<file path="src/rtl/tdm_cd_pkg.sv">
package tdm_cd_pkg;

    localparam int LINES  = 16;
    localparam int BYTE_W = 8;

    // Per-line drive decision taken from the enabled channels.
    typedef struct packed {
        logic oe;
        logic bit_v;
    } drv_t;

    // A driven line whose read-back level disagrees at the strobe.
    function automatic logic clash(input drv_t d, input logic bus, input logic stb);
        return stb & d.oe & (d.bit_v ^ bus);
    endfunction

endpackage

</file>
<file path="src/rtl/tdm_cd_combine.sv">
module tdm_cd_combine
    import tdm_cd_pkg::*;
#(
    parameter int NCH = 4
) (
    input  logic [NCH-1:0] en,
    input  logic [NCH-1:0] dat,
    output drv_t           drv
);

    // Disabled channels contribute a 1, so they never pull the AND low.
    always_comb begin
        drv.oe    = |en;
        drv.bit_v = &(dat | ~en);
    end

endmodule

</file>
<file path="src/rtl/tdm_cd_flag.sv">
module tdm_cd_flag (
    input  logic clk,
    input  logic rst,
    input  logic clr_n,
    input  logic hit,
    output logic q
);

    always_ff @(posedge clk) begin
        if (rst || !clr_n) begin
            q <= 1'b0;
        end else if (hit) begin
            q <= 1'b1;
        end
    end

endmodule

</file>
<file path="src/rtl/tdm_contention_det.sv">
module tdm_contention_det
    import tdm_cd_pkg::*;
#(
    parameter int NCH = 4
) (
    input  logic                 clk,
    input  logic                 rst,
    input  logic                 clr_n,
    input  logic                 sample_stb,
    input  logic [16*NCH-1:0]    ch_en,
    input  logic [16*NCH-1:0]    ch_data,
    input  logic [15:0]          bus_in,
    output logic [15:0]          bus_out,
    output logic [15:0]          bus_oe,
    output logic [7:0]           err_lo,
    output logic [7:0]           err_hi,
    output logic                 err_any
);

    drv_t             drv   [LINES];
    logic [LINES-1:0] hit;
    logic [LINES-1:0] flag_q;

    for (genvar i = 0; i < LINES; i++) begin : g_line
        tdm_cd_combine #(.NCH(NCH)) u_comb (
            .en  (ch_en[i*NCH +: NCH]),
            .dat (ch_data[i*NCH +: NCH]),
            .drv (drv[i])
        );

        assign bus_out[i] = drv[i].bit_v;
        assign bus_oe[i]  = drv[i].oe;
        assign hit[i]     = clash(drv[i], bus_in[i], sample_stb);

        tdm_cd_flag u_flag (
            .clk   (clk),
            .rst   (rst),
            .clr_n (clr_n),
            .hit   (hit[i]),
            .q     (flag_q[i])
        );
    end

    assign err_lo  = flag_q[BYTE_W-1:0];
    assign err_hi  = flag_q[LINES-1:BYTE_W];
    assign err_any = |flag_q;

endmodule

</file>
<file path="config.mk">
export PLATFORM = sky130hd
export DESIGN_NAME = tdm_contention_det
export DESIGN_NICKNAME = d
export VERILOG_FILES = /design/src/rtl/tdm_cd_pkg.sv /design/src/rtl/tdm_cd_combine.sv /design/src/rtl/tdm_cd_flag.sv /design/src/rtl/tdm_contention_det.sv
export SDC_FILE = /design/constraint.sdc
export NUM_CORES = 1
export LEC_CHECK = 0
export BUFFER_PORTS_ARGS = -buffer_cell sky130_fd_sc_hd__buf_2
export CAP_MARGIN = 15
export CELL_PAD_IN_SITES_DETAIL_PLACEMENT = 1
export CELL_PAD_IN_SITES_GLOBAL_PLACEMENT = 1
export CORE_MARGIN = 5
export CORE_UTILIZATION = 21
export CTS_CLUSTER_DIAMETER = 200
export DETAILED_ROUTE_END_ITERATION = 6
export PLACE_DENSITY_LB_ADDON = 0.3
export SLEW_MARGIN = 20
export SYNTH_ARGS = -nofsm -noshare
export SYNTH_HDL_FRONTEND = slang
export SYNTH_SLANG_ARGS = --single-unit
</file>
<file path="constraint.sdc">
create_clock -name clk -period 1.4 [get_ports clk]
set_clock_uncertainty 0.1 [all_clocks]
set_input_delay 0.28 -clock clk [delete_from_list [all_inputs] [get_ports clk]]
set_output_delay 0.28 -clock clk [all_outputs]
set_load 0.005 [all_outputs]
</file>
==> out/metrics.sh <==
FIRSTDRTPASSITERS=4
GLOBALROUTE.BUSIESTLAYER='met2'
MAPPEDNETLISTAREA_SQ_MM=0.001866
CP-END-KIND='output port'
LARGEST_REGISTERS='g_line.u_flag.q (16)'
POWER.DENSITY_CELL_AREA_mW_PER_MM2=491.7
YOSYS.CELL_TYPES.COUNT=14
CRIT_FANOUT=3
GRT_OVERFLOW=0
DIE-HEIGHT_UM=104.3
FLOORPLAN.INITIALDENSITY_PCT=21.50
MAXIMUM_NUMBER_OF_PINS_ON_ONE_NET_BEFORE_GLOBAL_ROUTE_REPAIR=17
SLEW_VIOLATIONS=0
LAYOUTNONFILLERINSTCOUNT=508
DESIGN.CORE.AREA_SQ_MM=0.008678
ROUTED_VIA_COUNT_DIVIDED_BY_CELL_COUNT=4.409
MULTIINPUTGATEAREA_SQ_MM=0.001544
NETLIST.AREA_LEADER.SHARE_PCT=23.61
FINALSETUPVIOLATIONS=20
PLACED_CELLS_INCL_TAPS=473
DRT-WIRELENGTH-PER-CELL_UM=16.51
CLKSINKCOUNT=16
DPL.HPWL_UM=6554
ROOT_BUFFER='clkbuf_8'
TIMING.HOLD.WORST.CLASS='primary input to register'
ROW_COUNT=34
SYNTH.AREA.TOP_CELLS='a2111oi_4, dfxtp_1, nor2b_4, nor2b_1, a32o_1'
FIRST_GLOBAL_VIAS=2612
RSZ_0062_RAISED_AFTER_GLOBAL_ROUTING='yes'
SYN-NUM-NETS=319
POST-ROUTE-MIN-PERIOD_PS=1619
POSTROUTEWIRELENGTH_UM=8386
CTS_HOLD_BUF=0
AVGSYNTHCELLAREA_SQ_UM=10.91
CTS_BUFFERS=3
POSTLAYOUTSETUPSLACKWORST_PS=-219.4
PORT_BUFFERS=196
WORST_SLEW_PIN_SLEW_PS=272.7
CRIT_TYPE='register to output port'
CAP_VIOLATIONS=0
ANTENNA_FOUND_INITIAL=0
FMAXACHIEVABLE_MHz=617.5
LAYOUT_CELL_SHARE_WITH_DRIVE_STRENGTH_BEYOND_1_PCT=80.25
YOSYS_WARNINGS=0
VIOLATIONS='negative setup slack'
GRTUSAGEMET2_PCT=29.05
ROUTE.VIAS.TOTAL=2240
SYN_TO_FINAL_GROWTH_PCT=104.6
CRITPATHARRIVALTIME_PS=1240
TIMING.FINAL.CRIT_SHARE_PCT=115.7
NUMBER_OF_FLIP_FLOPS_UNDER_THE_LARGEST_REGISTER_NAME=16
POSTROUTEANTENNANETS=0
H_TREE_LVLS=1
IRDROPWORSTVDD_mV=0.3069
FLIP_FLOP_AND_LATCH_COUNT_AFTER_SYNTHESIS=16
DP_SLACK_PS=-109.5
MAX-CLOCK-PATH-BUFFERS=2
GRT_FIRST_PASS_WIRELENGTH_UM=12700
GLOBALROUTEMET1UTIL_PCT=13.55
REGISTER_AREA_SQ_UM=322.8
ANTENNA_DIODE_COUNT=0
GRT_USE_MET3_PCT=5.028
TOTAL_DIE_AREA_SQ_MM=0.01087
POST-SYNTH-TOP-AREA-CELL='a2111oi_4'
RUN_STATUS='complete, but fails checks'
NETLIST_INSTANCES=171
CTS.CLK_SLEW.WORST_PATHS_PS=70
CLOCK_INSERTION_DELAY_WORST_SKEW_PS=240
SYNTH-SEQ-AREA-SHARE_PCT=17.17
RELSLEWSLACK_PCT=81.67
FP.DIEW_UM=104.3
REQUIRED_PS=1020
GROUTE.USAGE.OVERALL_PCT=14.23
CRITPATHLAUNCHTYPE='register'
FILLERINSTANCES=1034
REGISTER_BANK_WITH_THE_MOST_FLOPS='g_line.u_flag.q'
LEAKAGEPOWER_uW=0.001899
NETS=550
PORTS=197
FIN_UTIL_PCT=43.99
DRT-INITIAL-DRC-COUNT=41
TRITONCTS='done'
TIMING_HOLD_VIOLATIONS_FINAL=0
DETAIL_ROUTE.DRC_VIOLATIONS=0
GP_ROUTABILITY_CONGESTION=0.7258
## metrics by stage
stage | setup TNS (ps) | total power, uW | hold slack [ps] | instance area (sq um)
2_1_floorplan | 0 | 886.1 | 365.2 | 1866
3_3_place_gp | -2127 | 1265 | 374.5 | 2962
3_5_place_dp | -2581 | 1281 | 384.3 | 2962
4_1_cts | -555.2 | 1833 | 273.5 | 3583
5_1_grt | -1093 | 2003 | 280.2 | 3817
6_report | -574.9 | 1877 | 269.8 | 3817
## power breakdown
group / switching [uW] / internal (uW)
combinational: 381 / 634
sequential: 25.1 / 480
clock: 166 / 191
total: 572 / 1310
## kinds of logic after synthesis
logic type | count (synthesis) | synth area share [%]
AND/OR/NAND/NOR | 71 | 31.46
AO/OA/AOI/OAI | 32 | 32.19
buffers and inverters | 36 | 11.67
XOR/XNOR | 16 | 7.512
flip-flops | 16 | 17.17
## synthesized netlist by cell type
cell type and instances:
buf_4 16, clkbuf_1 1, or4_1 16, nor4_1 4, a32o_1 16, buf_6 3, and2_4 1, inv_1 16
a2111oi_4 16, nor2b_4 16, xor2_1 16, nor2b_1 33, nand4_1 1, dfxtp_1 16
## layout by cell type (no fill, tap or decap)
cell type	synthesis	routed
buf_2	0	143
buf_6	3	58
buf_4	16	44
nor2b_4	16	32
or4_4	0	16
inv_1	16	16
nor2b_1	33	16
a2111oi_4	16	16
xor2_1	16	16
a32o_1	16	16
dfxtp_1	16	14
nor4_2	0	3
clkbuf_8	0	3
dfxtp_2	0	2
nor4_4	0	1
nand4_1	1	1
nor2b_2	0	1
and2_4	1	1
buf_8	0	1
## cell type report
class                           count  area share, %
Inverter                           16          1.573
Sequential cell                    16          8.456
Clock buffer                        3          1.082
Multi-Input combinational cell    119          40.45
Timing Repair Buffer              246          44.90
Tap cell                          108          3.540
## repair_timing
item / CTS / global route
pin swaps: 32 / 25
setup endpoints to repair: 33 / 33
gates cloned: 0 / 0
setup buffers: 25 / 7
gates resized for setup: 76 / 39
hold endpoints to repair: 0 / 0
## worst max-delay path: stages, from the launching register on
cell and delay, ps:
dfxtp_2 340, nor4_4 290, buf_4 160, nand4_1 60, buf_2 140
## final timing paths
| path | cells past startpoint | from | to | slack, ps |
|---|---|---|---|---|
| setup / recovery | 4 | g_line[0].u_flag.q | err_any | -220 |
| hold / removal | 3 | ch_en[14] | g_line[3].u_flag.q | 270 |
| setup reg to reg | 2 | g_line[6].u_flag.q | g_line[6].u_flag.q | 520 |
| hold reg to reg | 1 | g_line[3].u_flag.q | g_line[3].u_flag.q | 400 |
## metal layers
layer | routed length [um] | up-vias
met1 | 2665 | 1036
met2 | 4871 | 114
met5 | 0 | -
met4 | 91 | 0
li1 | - | 1082
met3 | 757 | 8
Note: power is estimated with default switching activity, not from simulation.
